<file path="config.mk">
export PLATFORM = sky130hd
export DESIGN_NAME = shared_irq_agg
export DESIGN_NICKNAME = d
export VERILOG_FILES = /design/src/rtl/sia_pkg.sv /design/src/rtl/sia_edge_sync.sv /design/src/rtl/sia_pend_store.sv /design/src/rtl/sia_out_bank.sv /design/src/rtl/shared_irq_agg.sv
export SDC_FILE = /design/constraint.sdc
export NUM_CORES = 1
export LEC_CHECK = 0
export BUFFER_PORTS_ARGS = -buffer_cell sky130_fd_sc_hd__buf_2
export CORE_ASPECT_RATIO = 1.4
export CORE_UTILIZATION = 40
export CTS_CLUSTER_SIZE = 20
export DETAILED_ROUTE_END_ITERATION = 12
export PLACE_DENSITY = 0.63
export SYNTH_ARGS = -nofsm -noshare
export SYNTH_HDL_FRONTEND = slang
export SYNTH_SLANG_ARGS = --single-unit
</file>
<file path="constraint.sdc">
create_clock -name clk -period 2.3 [get_ports clk]
set_input_delay 0.23 -clock clk [delete_from_list [all_inputs] [get_ports clk]]
set_output_delay 0.23 -clock clk [all_outputs]
set_load 0.1 [all_outputs]
</file>
<file path="src/rtl/sia_pkg.sv">
package sia_pkg;

  typedef enum logic [1:0] {
    REG_STATUS,
    REG_CLEAR,
    REG_ENABLE,
    REG_NONE
  } reg_kind_e;

  // Map a word address onto its region of the register layout.
  function automatic reg_kind_e classify(input int addr, input int n_words, input int n_out);
    if (addr < n_words)                        return REG_STATUS;
    else if (addr < 2 * n_words)               return REG_CLEAR;
    else if (addr < 2 * n_words + n_out * n_words) return REG_ENABLE;
    return REG_NONE;
  endfunction

endpackage

</file>
<file path="src/rtl/sia_edge_sync.sv">
module sia_edge_sync #(
  parameter int WIDTH  = 64,
  parameter int STAGES = 2
) (
  input  logic             clk,
  input  logic             rst,
  input  logic [WIDTH-1:0] async_in,
  output logic [WIDTH-1:0] rise
);

  logic [WIDTH-1:0] stg [STAGES+1];

  always_ff @(posedge clk) begin
    if (rst) begin
      for (int i = 0; i <= STAGES; i++) stg[i] <= '0;
    end else begin
      stg[0] <= async_in;
      for (int i = 1; i <= STAGES; i++) stg[i] <= stg[i-1];
    end
  end

  assign rise = stg[STAGES-1] & ~stg[STAGES];

endmodule

</file>
<file path="src/rtl/sia_pend_store.sv">
module sia_pend_store #(
  parameter int WORD_W    = 32,
  parameter int NUM_WORDS = 2
) (
  input  logic                          clk,
  input  logic                          rst,
  input  logic [WORD_W*NUM_WORDS-1:0]   rise,
  input  logic [NUM_WORDS-1:0]          clr_we,
  input  logic [WORD_W-1:0]             clr_mask,
  output logic [WORD_W*NUM_WORDS-1:0]   pend
);

  always_ff @(posedge clk) begin
    if (rst) begin
      pend <= '0;
    end else begin
      for (int w = 0; w < NUM_WORDS; w++) begin
        // a capture on this edge outranks a clear on this edge
        pend[w*WORD_W +: WORD_W] <=
          (pend[w*WORD_W +: WORD_W] & ~(clr_we[w] ? clr_mask : '0))
          | rise[w*WORD_W +: WORD_W];
      end
    end
  end

endmodule

</file>
<file path="src/rtl/sia_out_bank.sv">
module sia_out_bank #(
  parameter int WORD_W    = 32,
  parameter int NUM_WORDS = 2
) (
  input  logic                        clk,
  input  logic                        rst,
  input  logic [NUM_WORDS-1:0]        we,
  input  logic [WORD_W-1:0]           wdata,
  input  logic [WORD_W*NUM_WORDS-1:0] pend,
  output logic [WORD_W*NUM_WORDS-1:0] en_words,
  output logic                        irq
);

  localparam int NSRC = WORD_W * NUM_WORDS;
  localparam logic [NSRC-1:0] SRC_MASK = ~NSRC'(1);

  logic master;

  always_ff @(posedge clk) begin
    if (rst) begin
      en_words <= '0;
    end else begin
      for (int w = 0; w < NUM_WORDS; w++)
        if (we[w]) en_words[w*WORD_W +: WORD_W] <= wdata;
    end
  end

  assign master = en_words[0];

  always_ff @(posedge clk) begin
    if (rst) irq <= 1'b0;
    else     irq <= master & (|(pend & en_words & SRC_MASK));
  end

endmodule

</file>
<file path="src/rtl/shared_irq_agg.sv">
module shared_irq_agg #(
  parameter int NUM_OUT     = 4,
  parameter int WORD_W      = 32,
  parameter int NUM_WORDS   = 2,
  parameter int SYNC_STAGES = 2,
  parameter int ADDR_W      = 4
) (
  input  logic                          clk,
  input  logic                          rst,
  input  logic [WORD_W*NUM_WORDS-1:0]   src_in,
  input  logic [ADDR_W-1:0]             bus_addr,
  input  logic                          bus_wr,
  input  logic                          bus_rd,
  input  logic [WORD_W-1:0]             bus_wdata,
  output logic [WORD_W-1:0]             bus_rdata,
  output logic [NUM_OUT-1:0]            irq_out
);
  import sia_pkg::*;

  localparam int NUM_SRC  = WORD_W * NUM_WORDS;
  localparam int CLR_BASE = NUM_WORDS;
  localparam int EN_BASE  = 2 * NUM_WORDS;
  localparam int EN_WORDS = NUM_OUT * NUM_WORDS;

  logic [NUM_SRC-1:0]         src_rise;
  logic [NUM_SRC-1:0]         pend;
  logic [NUM_OUT*NUM_SRC-1:0] en_all;
  logic [NUM_WORDS-1:0]       clr_we;
  logic [EN_WORDS-1:0]        en_we;
  logic [WORD_W-1:0]          rd_val;
  reg_kind_e                  kind;
  int                         word_sel;

  sia_edge_sync #(.WIDTH(NUM_SRC), .STAGES(SYNC_STAGES)) u_sync (
    .clk(clk), .rst(rst), .async_in(src_in), .rise(src_rise)
  );

  sia_pend_store #(.WORD_W(WORD_W), .NUM_WORDS(NUM_WORDS)) u_pend (
    .clk(clk), .rst(rst), .rise(src_rise), .clr_we(clr_we),
    .clr_mask(bus_wdata), .pend(pend)
  );

  for (genvar o = 0; o < NUM_OUT; o++) begin : g_bank
    sia_out_bank #(.WORD_W(WORD_W), .NUM_WORDS(NUM_WORDS)) u_bank (
      .clk(clk), .rst(rst),
      .we(en_we[o*NUM_WORDS +: NUM_WORDS]),
      .wdata(bus_wdata),
      .pend(pend),
      .en_words(en_all[o*NUM_SRC +: NUM_SRC]),
      .irq(irq_out[o])
    );
  end

  always_comb begin
    word_sel = int'(bus_addr);
    kind     = classify(word_sel, NUM_WORDS, NUM_OUT);
    for (int w = 0; w < NUM_WORDS; w++)
      clr_we[w] = bus_wr && (kind == REG_CLEAR) && (word_sel == CLR_BASE + w);
    for (int j = 0; j < EN_WORDS; j++)
      en_we[j] = bus_wr && (kind == REG_ENABLE) && (word_sel == EN_BASE + j);
  end

  always_comb begin
    rd_val = '0;
    case (kind)
      REG_STATUS: begin
        for (int w = 0; w < NUM_WORDS; w++)
          if (word_sel == w) rd_val = pend[w*WORD_W +: WORD_W];
      end
      REG_ENABLE: begin
        for (int j = 0; j < EN_WORDS; j++)
          if (word_sel == EN_BASE + j) rd_val = en_all[j*WORD_W +: WORD_W];
      end
      default: rd_val = '0;
    endcase
  end

  always_ff @(posedge clk) begin
    if (rst)         bus_rdata <= '0;
    else if (bus_rd) bus_rdata <= rd_val;
    else             bus_rdata <= '0;
  end

endmodule

</file>
### After elaboration in Yosys (flattened, before gate mapping)

Memories as Yosys holds them, arrays and structs flattened.
Index checks and enable logic that the tools add are counted.

| word-level totals | value |
|---|---|
| output and inout bits | 36 |
| memories | 1 |
| register bits | 356 |
| input bits | 104 |
| memory bits (writable) | 192 |
| word-level logic and storage cells | 96 |

| operators by class | value |
|---|---|
| bitwise gates (word level) | 20 |
| eq/ne operators | 13 |
| mux-type cells | 26 |
| reduce and logical (&&, ||, !) cells | 19 |
| $lt $le $gt $ge | 3 |

Memory list:

| memory | words | width | rd ports | clocked after memory_dff | write ports | line | text |
|---|---|---|---|---|---|---|---|
| u_sync.stg | 3 | 64 | 3 | 0 | 3 | sia_edge_sync.sv:11 | `logic [WIDTH-1:0] stg [STAGES+1];` |

Operators with widths:

| cell | count |
|---|---|
| two-way mux 32 bit | 12 |
| bitwise AND 64 bit | 5 |
| OR reduction 63 bit | 4 |
| two-way mux 64 bit | 3 |
| bitwise AND 32 bit | 2 |
| NOT 32 bit | 2 |
| NOT 64 bit | 1 |
| OR 32 bit | 2 |
| case mux 32 bit (2 select lines) | 1 |
| == test 4 bit (second input constant) | 8 |
| logical NOT 32 bit | 1 |
| logical AND 1 bit | 12 |
| == test 4 x 3 -> 1 bit (second input constant) | 2 |
| two-way mux 2 bit | 4 |
| two-way mux 1 bit | 6 |
| bitwise AND 1 bit | 4 |
| == test 4 x 2 -> 1 bit (second input constant) | 1 |
| < comparator 4 x 2 -> 1 bit (second input constant) | 1 |
| < comparator 4 x 3 -> 1 bit (second input constant) | 1 |
| < comparator 4 bit (second input constant) | 1 |
| OR 1 bit | 3 |
| == test 2 x 1 -> 1 bit (second input constant) | 1 |
| == test 2 bit (second input constant) | 1 |
| logical NOT 2 bit | 1 |
| other kinds (2) | 2 |

### Logic depth before layout (Yosys ltp)

| depth | value |
|---|---|
| depth in word-level cells | 12 |
| gate-level depth with buffers | 9 |
| depth with buffers taken out | 7 |

### Hierarchy

From an unflattened synthesis, not the netlist that was laid out.

| second synthesis, totals | value |
|---|---|
| cells, all modules | 2238 |
| area total of the unflattened synthesis | 22405.2 sq um |

Modules (own cells, without submodules):

| module | cells an instance | area each (sq um) | seq. area each (sq um) | times used |
|---|---|---|---|---|
| sia_out_bank | 250 | 2566.2 | 1301.2 | 4 |
| sia_edge_sync | 469 | 5549.1 | 3843.7 | 1 |
| shared_irq_agg | 500 | 3967.6 | 640.6 | 1 |
| sia_pend_store | 269 | 2623.8 | 1281.2 | 1 |

### Worst setup path after synthesis

OpenSTA, ideal clock, no wires.

| path | value |
|---|---|
| path type | input -> register |
| from | in bus_addr[2] |
| to | reg g_bank[0].u_bank.en_words[34] |
| buffers on the path | 2 |
| required time | 2.230 ns |
| arrival time | 1.556 ns |
| library setup time | 0.070 ns |
| setup slack | 0.674 ns |
| stages on the path | 9 |
| cell sequence | inv_1 ha_1 nand2_2 nor3b_2 and2_1 buf_4 buf_6 nand2_1 a21oi_1 |

| on the way | value |
|---|---|
| word-level cells in the longest chain between the ends | 8 |
| elaborated cells on any way between the ends | 13 |
| classes of those cells | 3 x order compare; 2 x eq/ne; 6 x mux; 2 x reduce/logical |

RTL lines:

| item | line | text |
|---|---|---|
| from (decl) | shared_irq_agg.sv:11 | `input logic [ADDR_W-1:0] bus_addr,` |
| < comparator 4 bit | sia_pkg.sv:14 | `else if (addr < 2 * n_words + n_out * n_words) return REG_ENABLE;` |
| two-way mux 1 bit | sia_pkg.sv:14 |  |
| two-way mux 1 bit | sia_pkg.sv:13 | `else if (addr < 2 * n_words) return REG_CLEAR;` |
| two-way mux 1 bit | sia_pkg.sv:12 | `if (addr < n_words) return REG_STATUS;` |
| two-way mux 2 bit | sia_pkg.sv:15 | `return REG_NONE;` |
| == test 2 bit | shared_irq_agg.sv:60 | `en_we[j] = bus_wr && (kind == REG_ENABLE) && (word_sel == EN_BASE + j);` |
| logical AND 1 bit | shared_irq_agg.sv:60 |  |
| logical AND 1 bit (*) | shared_irq_agg.sv:60 |  |
| to (signal, indexed assignment) | sia_out_bank.sv:24 | `if (we[w]) en_words[w*WORD_W +: WORD_W] <= wdata;` |
| to (decl) | sia_out_bank.sv:10 | `output logic [WORD_W*NUM_WORDS-1:0] en_words,` |

Mark *: on every way between the ends. The rest lies on a longest branch, timed or not.
A chain may end at the register's enable or synchronous reset.

### Worst setup path in the final report

| path | value |
|---|---|
| from | reg u_pend.pend[47] |
| to | reg g_bank[3].u_bank.irq |

| on the way | value |
|---|---|
| word-level cells in the longest chain between the ends | 3 |

RTL lines:

| item | line | text |
|---|---|---|
| from (decl) | sia_pend_store.sv:10 | `output logic [WORD_W*NUM_WORDS-1:0] pend` |
| from (signal, indexed assignment) | sia_pend_store.sv:19 | `pend[w*WORD_W +: WORD_W] <=` |
| bitwise AND 64 bit | sia_out_bank.sv:32 | `else irq <= master & (\|(pend & en_words & SRC_MASK));` |
| OR reduction 63 bit | sia_out_bank.sv:32 |  |
| bitwise AND 1 bit | sia_out_bank.sv:32 |  |
| to (signal assigned) | sia_out_bank.sv:32 |  |
| to (decl) | sia_out_bank.sv:11 | `output logic irq` |

No other way between the ends.

==> run summary <==
Hold path start - bus_wdata[23]
# fillers - 5141
Vias in the first global route - 19620
DR vias/cell - 5.876
Power per cell area - 798.0 mW/mm2
Sequential cell area fraction in the yosys report - 0.5111
CTS tree - done
Status - complete, no violations
Slew margin rel. - 0.3940
Tot Pwr - 20.86 mW
Placement Setup Slack - 0.09794 ns
Grt ovf - 0
Crit. End Element - flip-flop
H-tree Lvls - 2
Cell Area, Synth - 0.02146 mm2
I/O pin cnt - 140
Starting density of the core - 0.4046
Die area - 0.05461 mm2
Setup CP Type - flip-flop to flip-flop
Iter 0 DRT Violations - 2668
Setup violators final - 0
Syn nets - 2651
DIE HEIGHT - 276.1 um
Via count - 20530
Yosys top cell area share - 0.5111
DRT antenna net count - 0
Leading area contributor after synthesis - dfxtp_1
Startpoint Class - flip-flop
Core area - 0.05305 mm2
# rows - 100
Worst setup margin - 0.09316 ns
Hold path depth - 3
Register-to-register setup slack - 0.09 ns
Hold endpoint - g_bank[0].u_bank.en_words[23]
Leak pwr - 9.465 nW
Cell Chain, Critical Path - a22o_1 -> a221oi_1 -> nand4_1 -> nor3_1 -> a21oi_1
Buffers & Inverters on Critical Path - 0
Period minus WS final - 2.207 ns
Most frequent cells in the layout - 615 x nand2_1, 548 x dfxtp_1, 324 x a21oi_1, 257 x nor2b_1, 157 x nor2_1
Worst EP required - 2.77 ns
RSZ-0062 raised after global routing - false
Fin crit share - 0.9595
Port Buffers - 139
Slowest CP cell - a221oi_1
Worst IR Drop VDD - 576.0 uV
Area growth, synth to finish - 21.79%
Hold Path Class - primary input to flip-flop
Post-synth EDFFs - 0
Worst R2R Path Depth - 5
Pre-antenna DRT Iters - 8
Resize count post-CTS - 0
Initial antenna violation count - 2
Post-route setup TNS - 0 ns
Layout cells sized above 1 - 0.1288
Synth Register Bits - 548
Clk_lat worst skew - 0.66 ns
Dpl cell area - 0.02331 mm2
Die W - 197.8 um
Fin area - 0.02614 mm2
Top cells by area, synth - dfxtp_1 51%, nand2_1 11%, a21oi_1 7.6%, nor2b_1 7.5%, a22oi_1 3.9%
Critical Path AT - 2.68 ns
RR Startpoint - u_pend.pend[47]
CTS Root Cell - clkbuf_16
Remaining DRCs - 0
Largest net degree at the start of global routing - 181
CP top delay family - compound AO/OA/AOI/OAI gates
CP max stage delay - 0.51 ns
Clock transition at path regs - 0.06 ns
Fin Clk Skew - 0.04116 ns
Post-synth top flop - dfxtp_1
CTS Buf Count - 55
GPL Wtd Cong - 1.070
Gate Count Post-Synth - 2543
First-pass GRT wire length - 140400 um
Final Hold Violating Endpoints - 0
N_diodes - 0
Distinct cells, synth - 42
CTS Sinks - 548
Critical R2R Capture - g_bank[3].u_bank.irq
NumNets Final - 2847
CTS Buffer Depth - 3
Slew Limit Fails - 0
WL final - 98570 um
Gr usage total - 0.3591
Most common cell after layout, fill and taps aside - nand2_1
Actual slew at the worst max-slew pin - 0.9090 ns
Synth warnings - 0
Crit-path max FO - 4
Achievable clock frequency - 0.4531 GHz
Syn_area_per_cell - 8.441 um2
FFs w/ async S/R, synth - 0
Routed len/inst - 28.21 um
Final HPWL DP - 69250 um
Total of max-cap violations - 0
worst max-delay path by stage:
stage                     cells past startpoint  slack, ns            start                             to
after floorplan                               9       0.67      bus_addr[2]  g_bank[0].u_bank.en_words[34]
after global placement                        9        0.1      bus_addr[2]                   bus_rdata[3]
after detailed placement                      9        0.1      bus_addr[2]                   bus_rdata[3]
after CTS                                     5       0.14  u_pend.pend[47]           g_bank[3].u_bank.irq
after global routing                          5       0.06  u_pend.pend[47]           g_bank[3].u_bank.irq
final                                         5       0.09  u_pend.pend[47]           g_bank[3].u_bank.irq
kinds of logic (layout without fill, tap and decap cells):
family                   Yosys count  in the layout  synth area share
adder cells (fa/ha/maj)            4              4          0.002332
AND/OR/NAND/NOR                 1099           1099            0.2312
AO/OA/AOI/OAI                    640            640            0.1925
flip-flops                       548            548            0.5111
buffers and inverters            218            455           0.04693
multiplexers                      34             34           0.01591
layout make-up:
cell class,count,area (um2),area share
Clock inverter,20,322.8,0.01235
Clock buffer,78,1553,0.05940
Timing Repair Buffer,354,2873,0.1099
Tap cell,714,893.4,0.03417
Inverter,3,11.26,0.0004308
Multi-Input combinational cell,1777,9518,0.3641
Sequential cell,548,10970,0.4197
routing by layer:
| metal | track usage | vias up | share of wire |
|---|---|---|---|
| li1 | - | 9099 | - |
| met4 | 0.2646 | 4 | 0.086 |
| met5 | 0 | - | 0.00026 |
| met3 | 0.07782 | 378 | 0.094 |
| met1 | 0.4346 | 9741 | 0.37 |
| met2 | 0.5580 | 1308 | 0.45 |
power breakdown:
group	internal (mW)	total, mW	switching, mW
Sequential	9.73	9.99	0.263
Combinational	0.544	1.51	0.964
Clock	5.40	9.36	3.96
tightest hold or removal path, stage by stage:
cell and delay [ns]:
buf_2 0.23, nand2_1 0.10, a21oi_1 0.05
flip-flops by register name, summed over array words and instances (netlist names):
register,flops
g_bank.u_bank.irq,4
u_sync.stg,192
bus_rdata,32
u_pend.pend,64
g_bank.u_bank.en_words,256
metrics by stage:
step / hold WS [ns] / util / instances
2_1_floorplan: 0.3582 / - / 2543
3_3_place_gp: 0.4184 / 0.4395 / 3301
3_5_place_dp: 0.4227 / 0.4395 / 3301
4_1_cts: 0.03278 / 0.4928 / 3494
5_1_grt: 0.03578 / 0.4928 / 3494
6_report: 0.04897 / 0.4928 / 3494
synth_stat cells (2+ instances only):
master,instances
nand2_1,615
dfxtp_1,548
a21oi_1,324
nor2b_1,259
nor2_1,159
clkbuf_1,127
a22oi_1,111
a221oi_1,82
buf_2,64
mux2i_1,33
o221ai_1,32
o21ai_0,31
o32ai_1,31
nand4_1,21
a22o_1,20
buf_4,15
nand3_1,14
buf_6,7
a222oi_1,4
ha_1,4
nand2b_1,4
nor3_1,4
nor4_1,4
and2_1,3
inv_1,3
nor3b_2,3
a31oi_1,2
and3_1,2
buf_1,2
nand3b_1,2
nor2_2,2
timing repair:
action | 4_1_cts | 5_1_grt
hold buffers | 95 | 0
hold endpoints to repair | 269 | 0
buffers inserted | 0 | 0
No activity file was read; power rests on OpenSTA's default activity.
